File: src/rtl/wdt_periph.sv
module wdt_periph #(
  parameter int          ADDR_W      = 3,
  parameter int          CNT_W       = 16,
  parameter int          HOLD_W      = 8,
  parameter int          PS_W        = 4,
  parameter logic [7:0]  KEY         = 8'hA5,
  parameter logic [15:0] TIMEOUT_RST = 16'h00FF,
  parameter logic [7:0]  HOLD_RST    = 8'h04
) (
  input  logic              clk,
  input  logic              rst_n,
  input  logic              dbg_halt,
  input  logic              bus_sel,
  input  logic              bus_we,
  input  logic [ADDR_W-1:0] bus_addr,
  input  logic [31:0]       bus_wdata,
  output logic [31:0]       bus_rdata,
  output logic              rst_out,
  output logic              irq_out,
  output logic              ext_out
);
  localparam int DIV_W = (1 << PS_W) - 1;
  localparam int NOUT  = 3;

  logic                          en_q;
  logic [NOUT-1:0]               sel_q;
  logic [PS_W-1:0]               ps_q;
  logic [CNT_W-1:0]              tmo_q;
  logic [NOUT-1:0][HOLD_W-1:0]   hcfg_q;
  logic [NOUT-1:0][HOLD_W-1:0]   hcnt_q;
  logic [CNT_W-1:0]              cnt_q;
  logic [DIV_W-1:0]              pcnt_q;
  logic                          flag_q;

  logic wr_ok, wr_ctrl, wr_tmo, wr_hold, wr_stat, kick, clr, run, tick, expire;
  logic [DIV_W-1:0] div_load;

  assign wr_ok   = bus_sel & bus_we & (bus_wdata[31:24] == KEY);
  assign wr_ctrl = wr_ok & (bus_addr == ADDR_W'(0));
  assign wr_tmo  = wr_ok & (bus_addr == ADDR_W'(1));
  assign wr_hold = wr_ok & (bus_addr == ADDR_W'(2));
  assign wr_stat = wr_ok & (bus_addr == ADDR_W'(3));
  assign kick    = wr_stat & bus_wdata[0];
  assign clr     = wr_stat & bus_wdata[1];

  assign div_load = (DIV_W'(1) << ps_q) - DIV_W'(1);
  assign run      = en_q & ~dbg_halt;
  assign tick     = run & (pcnt_q == '0);
  assign expire   = tick & (cnt_q == '0) & ~kick;

  always_ff @(posedge clk or negedge rst_n) begin
    if (!rst_n) begin
      en_q   <= 1'b0;
      sel_q  <= '0;
      ps_q   <= '0;
      tmo_q  <= CNT_W'(TIMEOUT_RST);
      hcfg_q <= {NOUT{HOLD_W'(HOLD_RST)}};
    end else begin
      if (wr_ctrl) begin
        en_q  <= bus_wdata[0];
        sel_q <= bus_wdata[NOUT:1];
        ps_q  <= bus_wdata[NOUT+PS_W:NOUT+1];
      end
      if (wr_tmo)
        tmo_q <= bus_wdata[CNT_W-1:0];
      if (wr_hold)
        for (int i = 0; i < NOUT; i++)
          hcfg_q[i] <= bus_wdata[i*8 +: HOLD_W];
    end
  end

  always_ff @(posedge clk or negedge rst_n) begin
    if (!rst_n) begin
      pcnt_q <= '0;
      cnt_q  <= CNT_W'(TIMEOUT_RST);
    end else if (!en_q || kick) begin
      pcnt_q <= div_load;
      cnt_q  <= tmo_q;
    end else if (run) begin
      pcnt_q <= (pcnt_q == '0) ? div_load : pcnt_q - DIV_W'(1);
      if (tick)
        cnt_q <= (cnt_q == '0) ? tmo_q : cnt_q - CNT_W'(1);
    end
  end

  always_ff @(posedge clk or negedge rst_n) begin
    if (!rst_n)      flag_q <= 1'b0;
    else if (expire) flag_q <= 1'b1;
    else if (clr)    flag_q <= 1'b0;
  end

  logic [NOUT-1:0] hold_on;

  for (genvar g = 0; g < NOUT; g++) begin : g_hold
    always_ff @(posedge clk or negedge rst_n) begin
      if (!rst_n)                    hcnt_q[g] <= '0;
      else if (expire && sel_q[g])   hcnt_q[g] <= hcfg_q[g];
      else if (hcnt_q[g] != '0)      hcnt_q[g] <= hcnt_q[g] - HOLD_W'(1);
    end
    assign hold_on[g] = (hcnt_q[g] != '0);

    // a running hold counter steps down by one each edge
    p_hold_step_r7: assert property (@(posedge clk) disable iff (!rst_n)
      (hcnt_q[g] != '0 && !(expire && sel_q[g])) |=> (hcnt_q[g] == $past(hcnt_q[g]) - HOLD_W'(1)));

    // an output only rises if it was selected
    p_rise_selected_r6: assert property (@(posedge clk) disable iff (!rst_n)
      $rose(hold_on[g]) |-> $past(sel_q[g]));
  end

  assign rst_out = hold_on[0];
  assign irq_out = hold_on[1];
  assign ext_out = hold_on[2];

  always_comb begin
    bus_rdata = '0;
    if (bus_sel) begin
      case (bus_addr)
        ADDR_W'(0): bus_rdata = 32'({ps_q, sel_q, en_q});
        ADDR_W'(1): bus_rdata = 32'(tmo_q);
        ADDR_W'(2): bus_rdata = {8'h00, 8'(hcfg_q[2]), 8'(hcfg_q[1]), 8'(hcfg_q[0])};
        ADDR_W'(3): bus_rdata = {8'h00, 16'(cnt_q), 7'h00, flag_q};
        default:    bus_rdata = '0;
      endcase
    end
  end

  // an unkeyed write leaves every configuration register untouched
  p_key_guard_r2: assert property (@(posedge clk) disable iff (!rst_n)
    (bus_sel && bus_we && bus_wdata[31:24] != KEY) |=>
      ($stable(en_q) && $stable(sel_q) && $stable(ps_q) && $stable(tmo_q) && $stable(hcfg_q)));

  // halted count and divider do not move
  p_freeze_r8: assert property (@(posedge clk) disable iff (!rst_n)
    (dbg_halt && en_q && !kick) |=> ($stable(cnt_q) && $stable(pcnt_q)));

  // an expiry reloads the countdown from TIMEOUT
  p_expiry_reload_r4: assert property (@(posedge clk) disable iff (!rst_n)
    expire |=> (cnt_q == $past(tmo_q)));

  // the flag stays set until a keyed clear
  p_sticky_r9: assert property (@(posedge clk) disable iff (!rst_n)
    (flag_q && !clr) |=> flag_q);
endmodule

File: config.mk
export PLATFORM = sky130hd
export DESIGN_NAME = wdt_periph
export DESIGN_NICKNAME = d
export VERILOG_FILES = /design/src/rtl/wdt_periph.sv
export SDC_FILE = /design/constraint.sdc
export NUM_CORES = 1
export LEC_CHECK = 0
export CAP_MARGIN = 30
export CORE_ASPECT_RATIO = 2
export CORE_MARGIN = 2
export CORE_UTILIZATION = 35
export CTS_BUF_LIST = sky130_fd_sc_hd__clkbuf_8
export DETAILED_ROUTE_END_ITERATION = 10
export HOLD_SLACK_MARGIN = 0.15
export PLACE_DENSITY = 0.56
export SLEW_MARGIN = 20
export SYNTH_ARGS = -nofsm -noshare
export SYNTH_HDL_FRONTEND = slang
export SYNTH_SLANG_ARGS = --single-unit
File: constraint.sdc
create_clock -name clk -period 6.5 [get_ports clk]
set_input_delay 1.3 -clock clk [delete_from_list [all_inputs] [get_ports clk]]
set_output_delay 1.3 -clock clk [all_outputs]
set_load 0.005 [all_outputs]
# --- Word level (Yosys, flattened, before mapping) ---
# Index checks and enable logic that the tools add are counted.
totals:
  register_bits: 104
  latch_bits: 0
  ramBits: 0
  romBits: 0
  input_bits: 40
  elab_cells: 73
  mem_count: 0
classes:
  n_addsub: 6
  n_mul: 0
  div: 0
  n_lt_le_gt_ge: 0
  n_eq_ne: 4
  n_shift: 1
  mux: 17
  n_bitwise: 14
  reduce_logical: 18
ops:
  columns: ["op", "count"]
  rows:
  - ["one-hot mux 24 bit (4 select lines)", 1]
  - ["two-way mux 16 bit", 4]
  - ["two-way mux 8 bit", 6]
  - ["two-way mux 15 bit", 3]
  - ["two-way mux 24 bit", 1]
  - ["nonzero test 8 bit", 3]
  - ["subtractor 8 x 1 -> 8 bit (second input constant)", 3]
  - ["logical NOT 16 bit", 1]
  - ["subtractor 16 x 1 -> 16 bit (second input constant)", 1]
  - ["logical NOT 15 bit", 1]
  - ["<< shifter 1 x 4 -> 15 bit (first input constant)", 1]
  - ["subtractor 15 x 1 -> 15 bit (second input constant)", 1]
  - ["subtractor 15 x 2 -> 15 bit (second input constant)", 1]
  - ["bitwise AND 1 bit", 12]
  - ["nonzero test 2 bit", 6]
  - ["== test 8 bit (second input constant)", 1]
  - ["== test 3 x 2 -> 1 bit (second input constant)", 2]
  - ["== test 3 x 1 -> 1 bit (second input constant)", 1]
  - ["logical AND 1 bit", 3]
  - ["logical NOT 3 bit", 1]
  - ["two-way mux 1 bit", 2]
  - ["NOT 1 bit", 2]
  - ["AND reduction 2 bit", 1]
  - ["logical NOT 1 bit", 1]
  - ["logical OR 1 bit", 1]

# --- Longest topological paths before layout ---
# Gate-level depths: netlist of the first run.
depth:
  ltp_word: 8
  mapped_depth: 9
  ltp_nobuf: 8

# --- Worst setup path before layout of the first run ---
# Ideal clock, no wire load.
synth_path:
  path_type: "input to output"
  start: "in bus_addr[0]"
  end: "out bus_rdata[11]"
  t_arrival_ns: 2.600
  setup_slack_ns: 2.600
  path_stages: 5
  n_path_buf: 2
  cell_sequence: "clkbuf_1 -> buf_1 -> mux2_2 -> a22oi_1 -> nor2_1"
synth_via:
  elab_chain_cells: 3
synth_rtl:
  columns: ["element", "line", "source"]
  rows:
  - ["from (decl)", "15", "input logic [ADDR_W-1:0] bus_addr,"]
  - ["== test 3 x 2 -> 1 bit, or another cell as far along", "118", "case (bus_addr)"]
  - ["one-hot mux 24 bit (4 select lines) *", "118", null]
  - ["two-way mux 24 bit *", "117", "if (bus_sel) begin"]
  - ["to (decl)", "17", "output logic [31:0] bus_rdata,"]
# Every way passes the cells marked *; elsewhere a longest branch is shown, timed or not.

# --- Final worst setup path of the first run ---
layout_path:
  start: "in bus_addr[1]"
  end: "out bus_rdata[9]"
# Same word-level chain as after synthesis.

==> results.py, run 1 <==
metrics = {
    "die": {
        "dieArea_um2": 18880,
        "die-height_um": 192.3,
        "pin_count": 75,
        "row_count": 68,
        "die_x_um": 98.16,
        "coreArea_um2": 17360,
        "initial_core_util": 0.3576,
    },
    "cells_and_area": {
        "multi_input_area_um2": 3338,
        "final_common_cell": "dfrtp_1",
        "final_area_um2": 7217,
        "fill_cells": 1733,
        "layout_common_cells": "dfrtp_1 (85), nor2_1 (73), clkdlybuf4s50_1 (65), mux2_2 (57), nand2_1 (55)",
        "regArea_um2": 2626,
        "area_growth_pct": 16.29,
        "final_nets": 736,
        "drive_gt1_frac": 0.1729,
        "finalNonFillerCells": 904,
        "diodes": 0,
    },
    "worst_setup_path": {
        "cp_top_family": "buffers and inverters",
        "critPathRequiredTime_ns": 5.20,
        "cpMostUsedCell": "clkdlybuf4s50_1",
        "crit_path_start": "bus_addr[1]",
        "crit_fanout": 12,
        "r2r-start": "pcnt_q[0]",
        "crit_chain": "clkdlybuf4s50_1 -> nor2b_1 -> a22oi_1 -> nor2_1 -> clkdlybuf4s50_1",
        "crit_type": "input port to output port",
        "slowest_stage": "nor2b_1",
        "cp_slowest_stage_delay_ns": 0.72,
        "path_buf_inv": 2,
        "worstSetupEndpointType": "output port",
        "worstSetupStartpointType": "input port",
        "critPathArrivalTime_ns": 3.60,
    },
    "global_routing": {
        "overflow": 0,
        "grt_max_degree": 70,
        "grt_pass1_wl_um": 27530,
        "grt_usage": 0.1878,
        "antenna_found_initial": 0,
        "grt_pass1_vias": 5199,
    },
    "yosys": {
        "synth_top_cell_by_area": "dfrtp_1",
        "synth_area_per_cell_um2": 9.682,
        "synth.distinct_cells": 78,
        "synth.area.top_cells": "dfrtp_1 (34%), mux2_2 (10%), dfstp_2 (8.0%), nor2_1 (4.4%), nand2_1 (3.3%)",
        "yosys_register_bits": 104,
        "yosysSeqAreaShare": 0.4232,
        "yosys.area.top_type_share": 0.3427,
        "synth-edff-count": 0,
        "synth-async-reset-ratio": 1.000,
        "syn-cell-area_um2": 6206,
        "synth_cells": 641,
        "synth_flop_cell": "dfrtp_1",
        "ys_warn_count": 0,
    },
    "placed_design": {
        "globalplace.congestion": 0.8991,
        "place_area_um2": 6990,
        "dpl.hpwl_um": 13450,
        "dp_slack_ns": 1.562,
        "dp_cells": 886,
        "portBuffers": 66,
    },
    "route": {
        "routed_via_density": 5.631,
        "drc": 0,
        "wl_per_cell_um": 19.57,
        "dr.pass1.iters": 5,
        "ant_nets": 0,
        "vias": 5090,
        "routed_wl_um": 17700,
        "drt_iter0_markers": 217,
    },
    "power_and_ir_drop": {
        "peakVddDrop_v": 0.0001227,
        "power_per_cell_area_nw_per_um2": 162.6,
        "finalPower_w": 0.001173,
        "leakage_nw": 3.061,
    },
    "clock_tree": {
        "cts.repair.resized": 0,
        "cts_tree": "yes",
        "post_cts_buffers": 0,
        "clk_latency_ns": 0.40,
        "cts.sinks": 104,
        "cts_buffer_depth": 2,
        "clk_pin_slew_ns": 0.11,
        "cts_max_level": 3,
        "clock-root-buffer": "clkbuf_8",
        "cts_buffers": 9,
        "cts_hold_buffers": 0,
    },
    "sta": {
        "relSlewSlack": 0.4345,
        "finalSetupViolations": 0,
        "fin_skew_ns": 0.02225,
        "setup-tns-final_ns": 0,
        "period_minus_slack_ns": 4.899,
        "rsz0062_at_grt": "false",
        "setup_ws_ns": 1.601,
        "period_share": 0.7537,
        "timing.fmax_mhz": 204.1,
        "max_slew.worst_pin.slew_ns": 0.8482,
        "hold_viol": 0,
        "slew_violations": 0,
    },
    "hold_path": {
        "min-delay-start": "tmo_q[2]",
        "hold_class": "flip-flop to flip-flop",
    },
    "job": {
        "maxCapViolations": 0,
    },
    "outcome": {
        "outcome": "finished, final reports clean",
    },
}
report_power, final:
part / leakage (nW) / switching (W) / internal, W
Combinational: 1.64 / 0.0000726 / 0.0000501
Clock: 0.0932 / 0.000232 / 0.000160
Sequential: 1.33 / 0.00000654 / 0.000653
synthesized netlist by cell type, drive strengths merged (7+ instances only):
library cell	instances
nor2b	8
inv	14
o21ai	21
a22oi	11
nor2	75
a31oi	7
nand3	21
a21oi	34
xor2	8
o211ai	11
nand2b	7
dfrtp	85
ha	7
nand2	55
clkbuf	21
nor4	7
mux2	64
nor3	28
dfstp	19
xnor2	10
mux2i	19
buf	24
area by class of cell:
class / instances / area share
multi-input combinational: 485 / 0.4626
sequential: 104 / 0.3639
timing repair buffer: 75 / 0.1044
inverter: 14 / 0.007282
clock buffer: 11 / 0.02098
tap: 210 / 0.03641
clock inverter: 5 / 0.004508
worst paths after layout:
kind | slack, ns | cells after the start | endpoint
worst max-delay path | 1.60 | 5 | bus_rdata[9]
worst min-delay path | 0.50 | 2 | cnt_q[2]
worst max register to register | 3.59 | 7 | cnt_q[13]
worst min register to register | 0.50 | 2 | cnt_q[2]
max in group asynchronous | 4.66 | 3 | hcfg_q[2]
min in group asynchronous | 0.85 | 1 | pcnt_q[6]
tightest hold or removal path: cells and delay by family (launching register included):
| kind | cells | cell delay [ns] |
|---|---|---|
| simple gates | 1 | 0.06 |
| compound gates | 1 | 0.05 |
| flops | 1 | 0.40 |
metal layers:
layer  share of wire  global-route usage  routed length, um  vias to the layer above
li1                -                   -                  -                     2425
met1            0.36              0.1900               6421                     2509
met2            0.57              0.3651              10010                      119
met3           0.032             0.02644                564                       37
met4           0.040             0.09905                699                        0
met5               0                   0                  0                        -
metrics by stage:
stage	utilization	hold WS, ns
floorplan	-	0.4494
global placement	0.4028	0.4829
detailed placement	0.4028	0.4897
CTS	0.4134	0.4983
global route	0.4158	0.5205
finish	0.4158	0.4970
logic make-up (layout without fill, tap and decap cells):
kind of cell	after synthesis	count (layout)	synth area share
multiplexers	84	84	0.1504
XOR/XNOR	18	18	0.02540
AND/OR/NAND/NOR	240	240	0.2018
flip-flops	104	104	0.4232
buffers and inverters	59	105	0.04496
other	1	8	0.0006043
AO/OA/AOI/OAI	128	128	0.1395
adder cells (fa/ha/maj)	7	7	0.01411
state kept, by name, indices dropped and copies added, names as in the netlist:
register / cells
sel_q: 3
pcnt_q: 15
ps_q: 4
hcfg_q: 24
cnt_q: 16
tmo_q: 16
hcnt_q: 24
flag_q: 1
en_q: 1
Note: power is estimated with default switching activity, not from simulation.
==> inputs of run 2 (changes only) <==
- PLACE_DENSITY: 0.56 -> 0.58
- clock period: 6.5 -> 4.1 ns (I/O delays scaled with it)
==> results.py, run 2 (same netlist as run 1, synthesis figures left out) <==
metrics = {
    "worst_setup_path": {
        "reg2reg_depth": 7,
        "path_buf_inv": 3,
        "worstSetupStartpointType": "input port",
        "cpMostUsedCell": "clkdlybuf4s50_1",
        "critPathRequiredTime_ns": 3.28,
        "crit_type": "input port to output port",
        "worstSetupEndpointType": "output port",
        "cp_slowest_stage_delay_ns": 0.53,
        "crit_fanout": 30,
        "slowest_stage": "clkdlybuf4s50_1",
        "r2r-start": "cnt_q[0]",
        "cp_top_family": "buffers and inverters",
        "critPathArrivalTime_ns": 2.74,
        "reg2reg_to": "cnt_q[12]",
        "crit_chain": "clkdlybuf4s50_1 -> buf_12 -> mux4_2 -> nor2b_1 -> clkdlybuf4s50_1",
        "reg2reg_slack_ns": 1.47,
    },
    "sta": {
        "slew_violations": 0,
        "period_minus_slack_ns": 3.557,
        "rsz0062_at_grt": "false",
        "max_slew.worst_pin.slew_ns": 0.7542,
        "hold_viol": 0,
        "setup-tns-final_ns": 0,
        "relSlewSlack": 0.4972,
        "period_share": 0.8676,
        "fin_skew_ns": 0.02800,
        "whs_ns": 0.3479,
        "timing.fmax_mhz": 281.1,
        "finalSetupViolations": 0,
    },
    "placed_design": {
        "globalplace.congestion": 0.9268,
        "portBuffers": 66,
        "dpl.hpwl_um": 13610,
    },
    "power_and_ir_drop": {
        "switching_share": 0.2516,
        "power_frac_clock": 0.356,
        "leakage_nw": 3.125,
        "power.switching_w": 0.0004887,
        "internal_power_w": 0.001454,
        "power_per_cell_area_nw_per_um2": 265.3,
        "finalPower_w": 0.001942,
        "power_frac_seq": 0.538,
        "comb_power_share": 0.106,
        "peakVddDrop_v": 0.0001360,
    },
    "clock_tree": {
        "clk_latency_ns": 0.39,
        "cts.sinks": 104,
        "cts_buffer_depth": 2,
        "clk_pin_slew_ns": 0.11,
        "clock-root-buffer": "clkbuf_8",
        "cts_tree": "yes",
        "post_cts_buffers": 0,
        "cts.repair.resized": 0,
        "cts_buffers": 9,
        "cts_max_level": 3,
        "cts_hold_buffers": 0,
    },
    "cells_and_area": {
        "drive_gt1_frac": 0.1849,
        "multi_input_area_um2": 3338,
        "diodes": 0,
        "finish.utilization": 0.4219,
        "fill_cells": 1728,
        "regArea_um2": 2626,
        "layout_common_cells": "dfrtp_1 (85), nor2_1 (73), clkdlybuf4s50_1 (65), mux2_2 (57), nand2_1 (55)",
        "reg_top3": "hcfg_q x24, hcnt_q x24",
        "area_growth_pct": 17.98,
        "final_nets": 745,
        "final_common_cell": "dfrtp_1",
    },
    "route": {
        "dr.pass1.iters": 5,
        "wl_per_cell_um": 19.31,
        "drc": 0,
        "routed_wl_um": 17630,
        "routed_via_density": 5.646,
        "drt_iter0_markers": 296,
        "vias": 5155,
        "ant_nets": 0,
    },
    "global_routing": {
        "grt_pass1_vias": 5333,
        "grt_pass1_wl_um": 28280,
        "grt_max_degree": 50,
        "antenna_found_initial": 0,
        "grt_usage": 0.1906,
        "overflow": 0,
    },
    "hold_path": {
        "hold_class": "input port to async pin",
    },
    "die": {
        "dieArea_um2": 18880,
        "row_count": 68,
        "initial_core_util": 0.3576,
        "die_x_um": 98.16,
        "coreArea_um2": 17360,
        "pin_count": 75,
        "die-height_um": 192.3,
    },
    "job": {
        "maxCapViolations": 0,
    },
    "outcome": {
        "outcome": "finished, final reports clean",
    },
}
[run 2: cell type report]
| cell class | instances | area share |
|---|---|---|
| clock inverters | 4 | 0.007006 |
| inverters | 14 | 0.007177 |
| well taps | 210 | 0.03589 |
| clock buffers | 12 | 0.02256 |
| flip-flops and latches | 104 | 0.3587 |
| multi-input cells | 485 | 0.4559 |
| repair buffers | 84 | 0.1128 |
[run 2: worst reg2reg max path, cell delays in order (launching register included)]
cell     delay, ns
dfstp_2       0.61
inv_1         0.10
ha_1          0.23
nor4b_1       0.16
and4_1        0.37
a21oi_1       0.65
o32ai_1       0.20
a41oi_1       0.20
[run 2: how the worst max path moves through the flow]
stage / from / to / slack (ns) / cells past startpoint
final: bus_addr[0] / bus_rdata[0] / 0.54 / 5
after global routing: bus_addr[1] / bus_rdata[2] / 0.45 / 5
after CTS: bus_addr[0] / bus_rdata[0] / 0.53 / 5
after detailed placement: bus_addr[0] / bus_rdata[0] / 0.53 / 5
after global placement: bus_addr[0] / bus_rdata[0] / 0.53 / 5
after floorplan: bus_addr[0] / bus_rdata[11] / 1.16 / 5
[run 2: power groups by stage]
| stage | registers (W) | clock network, W | logic [W] |
|---|---|---|---|
| after floorplan | 0.00106 | 0 | 0.000110 |
| after global placement | 0.00106 | 0 | 0.000198 |
| after detailed placement | 0.00106 | 0 | 0.000205 |
| after CTS | 0.00105 | 0.000715 | 0.000206 |
| after global routing | 0.00105 | 0.000747 | 0.000226 |
| final | 0.00105 | 0.000692 | 0.000205 |
[run 2: per-stage QoR]
| stage | cell area (um^2) | setup slack, ns | std cells |
|---|---|---|---|
| 2_1_floorplan | 6232 | 1.160 | 648 |
| 3_3_place_gp | 7078 | 0.5346 | 896 |
| 3_5_place_dp | 7106 | 0.5322 | 897 |
| 4_1_cts | 7322 | 0.5317 | 913 |
| 5_1_grt | 7322 | 0.4536 | 913 |
| 6_report | 7322 | 0.5429 | 913 |
[run 2: metal layers]
metal	up-vias	part of all wire	wire (um)	track usage
li1	2426	-	-	-
met1	2552	0.37	6534	0.1966
met2	135	0.55	9682	0.3664
met3	42	0.029	505	0.01956
met4	0	0.052	909	0.1106
met5	-	0	0	0
==> inputs of run 3 (changes only) <==
- CORE_MARGIN: 2 -> not set
- CORE_UTILIZATION: 35 -> 53
- PLACE_DENSITY: 0.58 -> 0.81
- SETUP_SLACK_MARGIN: not set -> 0.5
==> results.py, run 3 (same netlist as run 1, synthesis figures left out) <==
metrics = {
    "die": {
        "pin_count": 75,
        "dieArea_um2": 12170,
        "die_x_um": 78.52,
        "initial_core_util": 0.5466,
        "coreArea_um2": 11350,
        "die-height_um": 155.0,
        "row_count": 55,
    },
    "worst_setup_path": {
        "critPathRequiredTime_ns": 3.28,
        "crit_chain": "clkdlybuf4s50_1 -> buf_12 -> nor2b_1 -> buf_4 -> a22oi_1 -> nor2_1 -> clkdlybuf4s50_1",
        "cpMostUsedCell": "clkdlybuf4s50_1",
        "slowest_stage": "clkdlybuf4s50_1",
        "cp_slowest_stage_delay_ns": 0.56,
        "worstSetupEndpointType": "output port",
        "critPathArrivalTime_ns": 2.72,
        "crit_fanout": 30,
        "worstSetupStartpointType": "input port",
        "crit_type": "input port to output port",
    },
    "outcome": {
        "outcome": "finished, final reports clean",
    },
    "power_and_ir_drop": {
        "leakage_nw": 3.107,
        "power_per_cell_area_nw_per_um2": 266.8,
        "peakVddDrop_v": 0.0001617,
        "finalPower_w": 0.001925,
    },
    "job": {
        "maxCapViolations": 0,
    },
    "route": {
        "drc": 0,
        "routed_wl_um": 16460,
        "routed_via_density": 6.261,
        "drt_iter0_markers": 455,
        "ant_nets": 0,
        "dr.pass1.iters": 5,
        "wl_per_cell_um": 19.52,
        "vias": 5278,
    },
    "global_routing": {
        "antenna_found_initial": 0,
        "overflow": 0,
        "grt_usage": 0.2849,
        "grt_max_degree": 76,
        "grt_pass1_wl_um": 26650,
        "grt_pass1_vias": 5452,
    },
    "cells_and_area": {
        "layout_common_cells": "dfrtp_1 (85), nor2_1 (73), clkdlybuf4s50_1 (65), mux2_2 (57), nand2_1 (55)",
        "reg_top3": "hcfg_q x24, hcnt_q x24",
        "diodes": 0,
        "finish.utilization": 0.6355,
        "drive_gt1_frac": 0.1840,
        "area_growth_pct": 16.27,
        "final_area_um2": 7216,
        "fill_cells": 931,
        "final_common_cell": "dfrtp_1",
        "final_nets": 743,
    },
    "clock_tree": {
        "cts.sinks": 104,
        "clock-root-buffer": "clkbuf_8",
        "cts_max_level": 3,
        "post_cts_buffers": 0,
        "cts_tree": "yes",
        "clk_latency_ns": 0.38,
        "clk_pin_slew_ns": 0.11,
        "cts_buffer_depth": 2,
        "cts_buffers": 9,
    },
    "sta": {
        "period_minus_slack_ns": 3.537,
        "rsz0062_at_grt": "false",
        "fin_skew_ns": 0.01242,
        "setup-tns-final_ns": 0,
        "hold_viol": 0,
        "period_share": 0.8628,
        "finalSetupViolations": 0,
        "max_slew.worst_pin.slew_ns": 0.7141,
        "setup_ws_ns": 0.5625,
        "timing.fmax_mhz": 282.7,
        "relSlewSlack": 0.5219,
        "slew_violations": 0,
    },
    "placed_design": {
        "portBuffers": 66,
        "dpl.hpwl_um": 12530,
        "globalplace.congestion": 0.9254,
        "dp_slack_ns": 0.5679,
        "place_area_um2": 6978,
    },
    "hold_path": {
        "hold_class": "input port to async pin",
    },
}
[run 3: final timing paths]
path	from	to	slack, ns	cells after the start
setup / recovery	bus_addr[0]	bus_rdata[14]	0.56	7
hold / removal	rst_n	hcnt_q[11]	0.39	1
setup reg to reg	cnt_q[0]	cnt_q[12]	1.46	7
hold reg to reg	tmo_q[1]	cnt_q[1]	0.50	2
max in group asynchronous	rst_n	cnt_q[5]	2.81	3
min in group clk	tmo_q[1]	cnt_q[1]	0.50	2
[run 3: report_power, final]
part           switching, W  total [W]  internal, W
logic              0.000118   0.000203    0.0000856
registers         0.0000105    0.00105      0.00103
clock network      0.000381   0.000677     0.000296
total              0.000509    0.00193      0.00142
[run 3: worst max-delay path, delay by kind of cell]
family,cells,cell delay (ns)
AO/OA/AOI/OAI,1,0.10
buffers and inverters,4,1.49
AND/OR/NAND/NOR,2,0.29
[run 3: timing repair]
item | CTS | global route
hold buffers | 0 | 0
endpoints found under the setup margin | 0 | 1
gates resized for setup | 0 | 1
[run 3: layout make-up]
type	count	area, um^2	share of cell area
repair buffers	82	803.3	0.1113
well taps	142	177.7	0.02462
multi-input cells	485	3342	0.4632
flip-flops and latches	104	2626	0.3640
clock buffers	9	123.9	0.01717
inverters	14	52.55	0.007283
clock inverters	7	90.09	0.01248
[run 3: routing by layer]
layer	share of wire	track usage	vias up
met2	0.55	0.5350	192
li1	-	-	2437
met4	0.059	0.1772	0
met5	0	0	-
met1	0.35	0.2862	2583
met3	0.036	0.03871	66
[run 3: metrics by stage]
stage | hold slack [ns] | cells
after global routing | 0.4047 | 843
final | 0.3907 | 843
after detailed placement | 0.4697 | 826
after global placement | 0.4633 | 826
after floorplan | 0.4494 | 648
after CTS | 0.4944 | 842
